[src/rtl/kick_pkg.sv]
package kick_pkg;
    localparam int GAIN_W = 8;

    typedef struct packed {
        logic              blow;
        logic              ping;
        logic              noise;
        logic              anti;
        logic [GAIN_W-1:0] gain;
    } kick_cfg_t;

    localparam int CFG_W = $bits(kick_cfg_t);
endpackage

[src/rtl/kick_cfg_ram.sv]
module kick_cfg_ram #(
    parameter int DEPTH = 8,
    parameter int WIDTH = 12,
    localparam int AW   = $clog2(DEPTH)
) (
    input  logic             clk,
    input  logic             we,
    input  logic [AW-1:0]    waddr,
    input  logic [WIDTH-1:0] wdata,
    input  logic [AW-1:0]    raddr,
    output logic [WIDTH-1:0] rdata
);
    logic [WIDTH-1:0] mem_q [DEPTH];
    logic [WIDTH-1:0] rdata_q;

    // Registered read; non-blocking write gives old data on same-address collision.
    always_ff @(posedge clk) begin
        if (we) mem_q[waddr] <= wdata;
        rdata_q <= mem_q[raddr];
    end

    assign rdata = rdata_q;
endmodule

[src/rtl/kick_lfsr.sv]
module kick_lfsr #(
    parameter logic [15:0] SEED = 16'hACE1
) (
    input  logic        clk,
    input  logic        rst_n,
    input  logic        step,
    output logic [15:0] value
);
    logic [15:0] state_d, state_q;

    always_comb begin
        state_d = state_q;
        if (step) state_d = {state_q[14:0], state_q[15] ^ state_q[13] ^ state_q[12] ^ state_q[10]};
    end

    always_ff @(posedge clk) begin
        if (!rst_n) state_q <= SEED;
        else        state_q <= state_d;
    end

    assign value = state_q;

    AST_LFSR_NONZERO: assert property (@(posedge clk) disable iff (!rst_n)
        state_q != 16'h0000);
    AST_LFSR_HOLD: assert property (@(posedge clk) disable iff (!rst_n)
        !step |=> $stable(state_q));
endmodule

[src/rtl/kick_pinger.sv]
module kick_pinger #(
    parameter int PH_W   = 16,
    parameter int TURN_W = 16
) (
    input  logic                   clk,
    input  logic                   rst_n,
    input  logic                   turn_mark,
    input  logic [PH_W-1:0]        tune,
    input  logic [TURN_W-1:0]      start,
    input  logic [TURN_W-1:0]      dur,
    output logic [TURN_W-1:0]      turn_cnt,
    output logic                   active,
    output logic signed [PH_W-1:0] wave
);
    localparam logic [TURN_W-1:0] TURN_MAX = '1;

    typedef struct packed {
        logic [TURN_W-1:0] turn;
        logic [PH_W-1:0]   phase;
    } ping_st_t;

    ping_st_t st_d, st_q;
    logic [PH_W-2:0] tri_w;

    always_comb begin
        active = (st_q.turn >= start) && ((st_q.turn - start) < dur);
        st_d   = st_q;
        if (turn_mark) begin
            if (st_q.turn != TURN_MAX) st_d.turn = st_q.turn + 1'b1;
            if (active)                st_d.phase = st_q.phase + tune;
        end
        tri_w = st_q.phase[PH_W-1] ? ~st_q.phase[PH_W-2:0] : st_q.phase[PH_W-2:0];
        wave  = $signed({1'b0, tri_w}) - $signed({2'b01, {(PH_W-2){1'b0}}});
    end

    always_ff @(posedge clk) begin
        if (!rst_n) st_q <= '0;
        else        st_q <= st_d;
    end

    assign turn_cnt = st_q.turn;

    AST_PHASE_HOLD: assert property (@(posedge clk) disable iff (!rst_n)
        !turn_mark |=> $stable(st_q.phase));
    AST_TURN_STEP: assert property (@(posedge clk) disable iff (!rst_n)
        (turn_mark && st_q.turn != TURN_MAX) |=> st_q.turn == $past(st_q.turn) + 1'b1);
endmodule

[src/rtl/bunch_kick_ctrl.sv]
module bunch_kick_ctrl
    import kick_pkg::*;
#(
    parameter int NBUNCH      = 8,
    parameter int ERR_W       = 12,
    parameter int DAC_W       = 12,
    parameter int AMP_W       = 8,
    parameter int PH_W        = 16,
    parameter int TURN_W      = 16,
    parameter int FB_SHIFT    = 4,
    parameter int NOISE_SHIFT = 8,
    parameter int PING_SHIFT  = 4,
    localparam int AW         = $clog2(NBUNCH)
) (
    input  logic                    clk,
    input  logic                    rst_n,
    input  logic                    in_valid,
    input  logic [AW-1:0]           in_bunch,
    input  logic signed [ERR_W-1:0] in_err,
    input  logic                    turn_mark,
    input  logic                    host_we,
    input  logic [AW-1:0]           host_addr,
    input  logic [CFG_W-1:0]        host_wdata,
    input  logic [AMP_W-1:0]        noise_amp,
    input  logic [PH_W-1:0]         ping_tune,
    input  logic [TURN_W-1:0]       ping_start,
    input  logic [TURN_W-1:0]       ping_dur,
    output logic                    out_valid,
    output logic [AW-1:0]           out_bunch,
    output logic signed [DAC_W-1:0] out_kick
);
    localparam int SUM_W = 32;
    localparam logic signed [SUM_W-1:0] KMAX = SUM_W'((64'sd1 <<< (DAC_W-1)) - 1);
    localparam logic signed [SUM_W-1:0] KMIN = -KMAX - 1;

    typedef struct packed {
        logic                    vld;
        logic [AW-1:0]           bunch;
        logic signed [ERR_W-1:0] err;
        logic [15:0]             noise;
        logic signed [PH_W-1:0]  wave;
        logic                    ping_on;
        logic                    odd_turn;
    } stage_t;

    typedef struct packed {
        logic                    vld;
        logic [AW-1:0]           bunch;
        logic signed [DAC_W-1:0] kick;
    } out_t;

    stage_t s1_d, s1_q;
    out_t   o_d, o_q;

    logic [CFG_W-1:0]         cfg_raw;
    kick_cfg_t                cfg;
    logic [15:0]              lfsr_val;
    logic [TURN_W-1:0]        turn_cnt;
    logic                     ping_active;
    logic signed [PH_W-1:0]   ping_wave;
    logic signed [SUM_W-1:0]  fb_t, noise_t, ping_t, sum_t;

    kick_cfg_ram #(.DEPTH(NBUNCH), .WIDTH(CFG_W)) u_ram (
        .clk  (clk),
        .we   (host_we),
        .waddr(host_addr),
        .wdata(host_wdata),
        .raddr(in_bunch),
        .rdata(cfg_raw)
    );

    kick_lfsr u_lfsr (
        .clk  (clk),
        .rst_n(rst_n),
        .step (in_valid),
        .value(lfsr_val)
    );

    kick_pinger #(.PH_W(PH_W), .TURN_W(TURN_W)) u_ping (
        .clk      (clk),
        .rst_n    (rst_n),
        .turn_mark(turn_mark),
        .tune     (ping_tune),
        .start    (ping_start),
        .dur      (ping_dur),
        .turn_cnt (turn_cnt),
        .active   (ping_active),
        .wave     (ping_wave)
    );

    assign cfg = kick_cfg_t'(cfg_raw);

    always_comb begin
        // stage 1: capture sample alongside the memory read
        s1_d.vld      = in_valid;
        s1_d.bunch    = in_bunch;
        s1_d.err      = in_err;
        s1_d.noise    = lfsr_val;
        s1_d.wave     = ping_wave;
        s1_d.ping_on  = ping_active;
        s1_d.odd_turn = turn_cnt[0];

        // stage 2: per-bunch arithmetic
        fb_t    = (SUM_W'(s1_q.err) * $signed(SUM_W'({1'b0, cfg.gain}))) >>> FB_SHIFT;
        if (!cfg.anti) fb_t = -fb_t;
        noise_t = '0;
        if (cfg.noise)
            noise_t = (SUM_W'($signed(s1_q.noise)) * $signed(SUM_W'({1'b0, noise_amp}))) >>> NOISE_SHIFT;
        ping_t  = '0;
        if (cfg.ping && s1_q.ping_on)
            ping_t = SUM_W'(s1_q.wave) >>> PING_SHIFT;
        sum_t   = fb_t + noise_t + ping_t;
        if (sum_t > KMAX)      sum_t = KMAX;
        else if (sum_t < KMIN) sum_t = KMIN;
        if (cfg.blow)          sum_t = s1_q.odd_turn ? KMIN : KMAX;

        o_d.vld   = s1_q.vld;
        o_d.bunch = s1_q.bunch;
        o_d.kick  = s1_q.vld ? sum_t[DAC_W-1:0] : '0;
    end

    always_ff @(posedge clk) begin
        if (!rst_n) begin
            s1_q <= '0;
            o_q  <= '0;
        end else begin
            s1_q <= s1_d;
            o_q  <= o_d;
        end
    end

    assign out_valid = o_q.vld;
    assign out_bunch = o_q.bunch;
    assign out_kick  = o_q.kick;

    AST_OUT_LATENCY: assert property (@(posedge clk) disable iff (!rst_n)
        out_valid == $past(in_valid, 2));
    AST_OUT_TAG: assert property (@(posedge clk) disable iff (!rst_n)
        out_valid |-> out_bunch == $past(in_bunch, 2));
    AST_IDLE_ZERO: assert property (@(posedge clk) disable iff (!rst_n)
        !out_valid |-> out_kick == '0);
endmodule

[config.mk]
export PLATFORM = sky130hd
export DESIGN_NAME = bunch_kick_ctrl
export DESIGN_NICKNAME = d
export VERILOG_FILES = /design/src/rtl/kick_pkg.sv /design/src/rtl/kick_cfg_ram.sv /design/src/rtl/kick_lfsr.sv /design/src/rtl/kick_pinger.sv /design/src/rtl/bunch_kick_ctrl.sv
export SDC_FILE = /design/constraint.sdc
export NUM_CORES = 1
export LEC_CHECK = 0
export BUFFER_PORTS_ARGS = -buffer_cell sky130_fd_sc_hd__buf_2
export CAP_MARGIN = 20
export CORE_ASPECT_RATIO = 1.5
export CORE_MARGIN = 5
export CORE_UTILIZATION = 64
export CTS_CLUSTER_SIZE = 12
export DETAILED_ROUTE_END_ITERATION = 6
export PLACE_DENSITY = 0.84
export SLEW_MARGIN = 0
export SYNTH_ARGS = -nofsm -noshare
export SYNTH_HDL_FRONTEND = slang
export SYNTH_SLANG_ARGS = --single-unit
export TNS_END_PERCENT = 10
[constraint.sdc]
create_clock -name clk -period 12 [get_ports clk]
set_clock_uncertainty 0.1 [all_clocks]
set_input_delay 0.6 -clock clk [delete_from_list [all_inputs] [get_ports clk]]
set_output_delay 0.6 -clock clk [all_outputs]
set_load 0.05 [all_outputs]
==> results of run 1 <==
per-stage QoR:
step / total power [mW] / hold WS (ps) / std cells / area (um^2)
4_1_cts: 6.236 / 163.4 / 2629 / 22080
3_3_place_gp: 5.475 / 322.8 / 2588 / 21390
2_1_floorplan: 4.495 / 311.9 / 2115 / 20480
5_1_grt: 6.853 / 170.9 / 2629 / 22080
6_report: 6.242 / 180.7 / 2629 / 22080
3_5_place_dp: 5.552 / 334.8 / 2589 / 21390
per-layer routing:
layer | track usage | vias to the layer above | wire length (um)
li1 | - | 7159 | -
met1 | 0.2925 | 7386 | 16580
met2 | 0.5084 | 418 | 25850
met3 | 0.02436 | 136 | 1735
met4 | 0.09910 | 0 | 1866
met5 | 0 | - | 0
layout make-up:
cell class | count | area share
sequential | 217 | 0.2403
inverter | 358 | 0.06087
timing repair buffer | 119 | 0.02834
tap | 410 | 0.02324
multi-input combinational | 1485 | 0.6163
clock inverter | 5 | 0.001474
clock buffer | 35 | 0.02947
power by group:
group	leakage [nW]	switching [mW]	internal [mW]
clock network	0.336	0.284	0.373
registers	1.87	0.0368	0.810
logic	8.29	2.85	1.89
flip-flops by register name (all words and copies together) (netlist names):
signal,cells
u_ping.turn_cnt,16
s1_q,41
u_ram.rdata,12
out_valid,1
u_ping.st_q,16
u_lfsr.value,16
out_kick,12
out_bunch,3
u_ram.mem_q,96
o_d,4
final timing paths:
| kind | start | to | slack, ps | depth (start not counted) |
|---|---|---|---|---|
| max | u_ram.rdata[2] | out_kick[6] | 2210 | 32 |
| min | in_err[10] | s1_q[44] | 180 | 2 |
| max reg2reg | u_ram.rdata[2] | out_kick[6] | 2210 | 32 |
| min reg2reg | o_d[13] | out_bunch[1] | 360 | 1 |
kinds of logic (layout without fill, tap and decap cells):
family,Yosys count,after routing,synth area share
multiplexers,68,68,0.04925
AO/OA/AOI/OAI,290,290,0.09716
XOR/XNOR,124,124,0.05542
buffers and inverters,413,517,0.07669
adder cells (fa/ha/maj),376,376,0.3079
AND/OR/NAND/NOR,627,627,0.1545
flip-flops,217,217,0.2591
placed cells by master (no fill, tap or decap), types with 15 or more instances in the layout:
master and instances:
mux2i_1 31, dfxtp_1 121, buf_2 107, nand2_1 178
edfxtp_1 96, fa_1 213, mux4_2 24, clkbuf_16 23
a21oi_1 83, nand2b_1 15, nor2_1 112, and3_1 16
ha_1 163, and2_1 162, o21a_1 22, nand3_1 36
a21o_1 27, xnor2_1 88, a31oi_1 17, xor2_1 32
nor3_1 27, inv_1 358, o21ai_0 39
==> flow_metrics.tcl, run 1 <==
set metrics [dict create \
    post_cts_resized 0 \
    routed_wl_mm 46.03 \
    grt_usage 0.2631 \
    hp-class "primary input to flop" \
    dieArea_um2 35740 \
    rsz0062_at_grt "false" \
    vias_per_cell 5.743 \
    fin_crit_ps 9788 \
    ctsHoldBuffers 0 \
    finalNetCount 2671 \
    cts_setup_buffers 0 \
    fp.coreArea_um2 31730 \
    leakage_nw 10.50 \
    port_buffers 106 \
    final_util 0.6957 \
    drc 0 \
    yosysSeqAreaShare 0.2591 \
    drt-initial-drc-count 760 \
    synth-async-reset-ratio 0 \
    slew_headroom 0.3507 \
    fmax_mhz 102.2 \
    outcome "complete, no violations" \
    maxCapViolations 0 \
    grt_pass1_vias 16060 \
    multi_input_area_um2 13610 \
    crit_buf_inv 4 \
    postSynthCellCount 2115 \
    root_buffer "clkbuf_16" \
    drive_above_1_share 0.09554 \
    clk_latency_ps 530 \
    grt_pass1_wl_mm 76.87 \
    finalSetupTns_ps 0 \
    grt_antenna_before_repair 0 \
    clockBufferDepth 3 \
    gp_congestion 0.9469 \
    cpMostUsedCell "fa_1" \
    syn_nets 2582 \
    ff_latch_area_um2 5305 \
    synth_area_um2 20480 \
    ys_top_cells_by_count "inv_1 (358), fa_1 (213), nand2_1 (178)" \
    row_count 80 \
    tritoncts "built" \
    finalMaxSlewViolations 0 \
    die_h_um 229.1 \
    synth_edf_count 96 \
    numCtsBuffers 23 \
    worst_slew_pin_slew_ps 972.9 \
    synth_warnings 0 \
    boundaryPins 107 \
    synth_top_area_share 0.2082 \
    slowest_stage "a41oi_1" \
    areaGrowthSynthToFinish_pct 7.816 \
    arrival_ps 10150 \
    path_max_fanout 12 \
    ys_types 81 \
    yosysTopAreaCell "fa_1" \
    fillers 2288 \
    path_class "flop to flop" \
    h-tree-depth 1 \
    post-place-ws_ps 2313 \
    ir_worst_vdd_v 0.0002618 \
    critPathCaptureType "flop" \
    avgRoutedWirePerCell_um 17.51 \
    cts.clk_slew.worst_paths_ps 60 \
    initial_core_util 0.6453 \
    finalSetupViolations 0 \
    grt.overflow.total 0 \
    cpPeakStageDelay_ps 680 \
    grt_max_degree 37 \
    critPathTopFamily "compound AO/OA/AOI/OAI gates" \
    finalHoldViolCount 0 \
    period_share 0.8157 \
    powerDensity_nw_per_um2 282.8 \
    synthTopCellsByArea "fa_1 (21%), edfxtp_1 (14%), dfxtp_1 (12%)" \
    diodes 0 \
    clock_sinks 217 \
    critPathRequiredTime_ps 12360 \
    via_count 15100 \
    dp_hpwl_mm 37.40 \
    setup.worst_path.start_class "flop" \
    syn_area_per_cell_um2 9.681 \
    ys_ff_latch 217 \
    setup_slack_ps 2212 \
    die_w_um 156.0 \
    antenna_left 0 \
    dr.pass1.iters 6 \
    synth.most_common_cell "inv_1" \
    synth_ff_type "dfxtp_1" \
]
Power figures use the tool's default switching activity.
==> inputs of run 2 (changes only) <==
- clock period: 12 -> 9.03 ns (I/O delays scaled with it)
==> run 2 against run 1 <==
Compared with the run above:
- power increased by 42%
- non-clock buffer count increased by 26
- first-iteration DRC count decreased by 10%
- global-route usage about the same
- highest routed layer unchanged
- clock power rose by 37%
- final cell count grew 0.99%
- largest cell class unchanged
- utilization rose by 1.6 points
- critical path depth fell by 3
==> flow_metrics.tcl, run 2 (synthesis gave the netlist of run 1 again) <==
set metrics [dict create \
    outcome "complete, no violations" \
    powerDensity_nw_per_um2 391.5 \
    largest-register "u_ram.mem_q" \
    initial_core_util 0.6453 \
    slew_headroom 0.4085 \
    tritoncts "built" \
    most-common-layout-cells "inv_1 (357), fa_1 (210), nand2_1 (177), and2_1 (161), ha_1 (159)" \
    boundaryPins 107 \
    finalHoldViolCount 0 \
    root_buffer "clkbuf_16" \
    dr.pass1.iters 5 \
    avgRoutedWirePerCell_um 17.57 \
    slowest_stage "fa_1" \
    grt_max_degree 49 \
    reg2reg_depth 29 \
    finalNetCount 2697 \
    areaGrowthSynthToFinish_pct 10.31 \
    setup.worst_path.start "s1_q[41]" \
    diodes 0 \
    grt_usage 0.2628 \
    drc 0 \
    grt_pass1_wl_mm 77.25 \
    arrival_ps 9040 \
    met3_usage 0.02908 \
    port_buffers 106 \
    finalMaxSlewViolations 0 \
    leakage_nw 10.67 \
    cpMostUsedCell "fa_1" \
    grt_antenna_before_repair 1 \
    layout_commonest_cell "inv_1" \
    hp-start "in_err[10]" \
    clk_latency_ps 540 \
    dieArea_um2 35740 \
    finalSetupViolations 0 \
    die_h_um 229.1 \
    fmax_mhz 115.5 \
    maxCapViolations 0 \
    worst_slew_pin_slew_ps 887.2 \
    antenna_left 0 \
    via_count 15320 \
    hold_depth 2 \
    period_share 0.9585 \
    drt-initial-drc-count 682 \
    reg_top3 "u_ram.mem_q (96), s1_q (41)" \
    h-tree-depth 1 \
    fillers 2285 \
    grt.overflow.total 0 \
    ctsHoldBuffers 0 \
    busiest_layer "met2" \
    worst_hold_slack_ps 15.59 \
    dp_cells 2608 \
    stdcell_area_um2 22590 \
    vias_per_cell 5.771 \
    grt_pass1_vias 16340 \
    critPathCaptureType "flop" \
    clockBufferDepth 3 \
    setup.worst_path.start_class "flop" \
    dp_hpwl_mm 37.27 \
    r2r-start "s1_q[41]" \
    path_max_fanout 7 \
    largest_register_ffs 96 \
    cts.clk_slew.worst_paths_ps 70 \
    clock_sinks 217 \
    total_power_mw 8.843 \
    final_util 0.7118 \
    critPathRequiredTime_ps 9420 \
    drive_above_1_share 0.1332 \
    fp.coreArea_um2 31730 \
    ir_worst_vdd_v 0.0004322 \
    fin_crit_ps 8656 \
    path_class "flop to flop" \
    hp-class "primary input to flop" \
    numCtsBuffers 23 \
    grtUsageMet1 0.2947 \
    cpPeakStageDelay_ps 540 \
    grt_util_met2 0.4981 \
    finalNonFillerCells 2655 \
    die_w_um 156.0 \
    routed_wl_mm 46.65 \
    row_count 80 \
    gp_congestion 0.9176 \
    dpl_cell_area_um2 21550 \
]
-- run 2: cell types whose count changed in the layout (fill, tap and decap cells not counted), moves of 4 or more --
cell	previous run	this run
a21oi_1	83	79
dfxtp_2	0	19
ha_2	0	4
dfxtp_4	0	6
buf_4	12	37
dfxtp_1	121	96
a21oi_2	0	4
ha_1	163	159
-- run 2: through the flow --
stage,setup slack [ps],TNS (ps)
2_1_floorplan,409.0,0
3_3_place_gp,36.01,0
3_5_place_dp,-138.0,-872.3
4_1_cts,71.28,0
5_1_grt,-69.13,-617.5
6_report,374.3,0
-- run 2: power by group --
group / switching [mW] / total [mW] / internal, mW
combinational: 3.98 / 6.82 / 2.84
sequential: 0.0473 / 1.12 / 1.08
clock: 0.380 / 0.898 / 0.518
-- run 2: layout make-up --
cell class	count	area [um^2]	share of cell area
multi-input combinational	1485	13830	0.6122
sequential	217	5351	0.2369
inverter	358	1348	0.05966
timing repair buffer	145	848.3	0.03756
clock buffer	35	641.9	0.02842
tap	410	513.0	0.02271
clock inverter	5	57.56	0.002548
-- run 2: critical path: cells and delay by family (launching register included) --
family	cells	cell delay [ps]
xor gates and xnor gates	2	430
adders and majority gates	7	3130
buffers and inverters	3	410
AOI/OAI and AO/OA	8	2000
and+or+nand+nor	9	2150
DFF	1	360
-- run 2: per-layer routing --
layer,vias up,part of all wire
met2,442,0.56
met4,0,0.043
li1,7204,-
met1,7541,0.36
met3,136,0.041
met5,-,0
-- run 2: final timing paths --
check | slack, ps | end
max reg2reg | 370 | out_kick[2]
min | 20 | s1_q[44]
min reg2reg | 350 | out_bunch[2]
max | 370 | out_kick[2]
-- run 2: repair_timing --
| item | CTS | global route |
|---|---|---|
| buffers inserted | 0 | 7 |
| setup endpoints to repair | 3 | 12 |
| gates resized for setup | 3 | 78 |
| pin swaps | 1 | 9 |
==> inputs of run 3 (changes only) <==
- PLACE_DENSITY: 0.84 -> default
- PLACE_DENSITY_LB_ADDON: default -> 0.15
==> run 3 against run 2 <==
Compared with the run above:
- power down 1.4%
- setup slack better by 46 ps
- sequential power about the same
- maximum frequency up 0.54%
- first-iteration DRC count down 1.3%
- wire length down 5.2%
- combinational power down 2%
- largest cell class unchanged
- non-clock buffer count down 4
- global-route usage down 1.1 points
- count of clock-buffer cells in the layout up 3
- worst hold slack better by 15 ps
- critical path type unchanged
- sequential share of layout area up 0.068 points
==> flow_metrics.tcl, run 3 (synthesis gave the netlist of run 1 again) <==
set metrics [dict create \
    arrival_ps 8960 \
    slew_headroom 0.3791 \
    grt_pass1_wl_mm 74.33 \
    cpPeakStageDelay_ps 540 \
    grt.overflow.total 0 \
    drc 0 \
    vias_per_cell 5.646 \
    fillers 2404 \
    hold_end "s1_q[43]" \
    hp-class "primary input to flop" \
    drive_above_1_share 0.1275 \
    comb_power_share 0.767 \
    hp-start "in_err[9]" \
    routed_wl_mm 44.20 \
    reg_top3 "u_ram.mem_q (96), s1_q (41)" \
    hold_depth 2 \
    fmax_mhz 116.2 \
    path_class "flop to flop" \
    finalMaxSlewViolations 0 \
    seqPwrFrac 0.129 \
    largest_register_ffs 96 \
    post-place-ws_ps -247.9 \
    grt_pass1_vias 15960 \
    dr.pass1.iters 6 \
    leakage_nw 10.64 \
    cts.clk_slew.worst_paths_ps 70 \
    powerDensity_nw_per_um2 387.9 \
    setup.worst_path.start_class "flop" \
    ff_latch_area_um2 5341 \
    multi_input_area_um2 13770 \
    initial_core_util 0.6453 \
    stdcell_area_um2 22480 \
    p_clk_frac 0.104 \
    tritoncts "built" \
    r2r-start "s1_q[36]" \
    worst_hold_slack_ps 30.94 \
    finalNetCount 2693 \
    clockBufferDepth 3 \
    critPathCaptureType "flop" \
    h-tree-depth 1 \
    die_w_um 156.0 \
    numCtsBuffers 23 \
    final_util 0.7085 \
    fp.coreArea_um2 31730 \
    p_int_mw 4.359 \
    dieArea_um2 35740 \
    path_max_fanout 8 \
    boundaryPins 107 \
    finalSetupViolations 0 \
    largest-register "u_ram.mem_q" \
    clock_sinks 217 \
    swShare 0.5001 \
    setup_slack_ps 420.5 \
    critPathRequiredTime_ps 9380 \
    fin_crit_ps 8610 \
    reg2reg_depth 31 \
    gp_congestion 0.9796 \
    dpl_cell_area_um2 21520 \
    dp_hpwl_mm 35.99 \
    most-common-layout-cells "inv_1 (358), fa_1 (211), nand2_1 (178), and2_1 (162), ha_1 (158)" \
    layout_commonest_cell "inv_1" \
    grt_antenna_before_repair 4 \
    period_share 0.9534 \
    p_switching_mw 4.361 \
    grt_max_degree 52 \
    finalHoldViolCount 0 \
    reg2reg_slack_ps 420 \
    clk_latency_ps 530 \
    port_buffers 106 \
    root_buffer "clkbuf_16" \
    outcome "complete, no violations" \
    via_count 14990 \
    worst_slew_pin_slew_ps 931.3 \
    maxCapViolations 0 \
    row_count 80 \
    slowest_stage "fa_1" \
    die_h_um 229.1 \
    areaGrowthSynthToFinish_pct 9.789 \
    grt_usage 0.2517 \
    antenna_left 0 \
    ir_worst_vdd_v 0.0003491 \
    avgRoutedWirePerCell_um 16.65 \
    finalSetupTns_ps 0 \
    drt-initial-drc-count 673 \
    r2r_end "out_kick[10]" \
]
run 3: changes by cell type in the layout (fill, tap and decap cells not counted), moves of 3 or more:
cell	previous run	this run
o41ai_2	1	4
o21ai_1	3	7
dfxtp_1	96	100
o41ai_1	5	2
nor4_2	3	0
o21ai_0	36	32
run 3: area by class of cell:
class | count | share of cell area
multi-input combinational | 1485 | 0.6127
timing repair buffer | 141 | 0.03529
inverter | 358 | 0.05978
tap | 410 | 0.02282
sequential | 217 | 0.2376
clock buffer | 38 | 0.02916
antenna | 2 | 0.0002226
clock inverter | 4 | 0.002393
run 3: stage by stage:
step / cells / power [mW]
after CTS: 2647 / 8.536
after detailed placement: 2605 / 7.523
after global routing: 2653 / 9.540
after floorplan: 2115 / 5.974
final: 2655 / 8.720
after global placement: 2605 / 7.413
run 3: power by group through the flow:
stage | logic [mW] | registers (mW) | clock network, mW
2_1_floorplan | 4.81 | 1.17 | 0
3_3_place_gp | 6.27 | 1.14 | 0
3_5_place_dp | 6.38 | 1.14 | 0
4_1_cts | 6.49 | 1.12 | 0.924
5_1_grt | 7.44 | 1.13 | 0.966
6_report | 6.69 | 1.12 | 0.906
run 3: how the worst max path moves through the flow:
stage	startpoint	endpoint	slack (ps)	cells past startpoint
floorplan	u_ram.rdata[2]	out_kick[10]	410	31
global placement	noise_amp[1]	out_kick[9]	30	32
detailed placement	noise_amp[2]	out_kick[5]	-250	35
CTS	u_ram.rdata[2]	out_kick[2]	10	32
global route	u_ram.rdata[3]	out_kick[10]	-30	32
finish	s1_q[36]	out_kick[10]	420	31
run 3: worst max-delay path: cells and delay by family (launching register included):
kind,cells,cell delay (ps)
fa+ha+maj,8,3220
simple gates,12,2640
compound gates,6,1470
flops,1,470
xor+xnor,2,350
buf+inv,3,290
run 3: layer usage:
layer,vias to the layer above,global-route usage,share of wire
met4,4,0.07966,0.031
met5,-,0,0.00061
met3,95,0.02852,0.038
met1,7381,0.2820,0.37
li1,7211,-,-
met2,298,0.4876,0.56
run 3: timing repair:
| item | CTS | global route |
|---|---|---|
| endpoints found under the setup margin | 11 | 12 |
| pin swaps | 0 | 16 |
| resized for setup | 4 | 65 |
| buffers inserted | 0 | 6 |
| hold buffers | 0 | 0 |
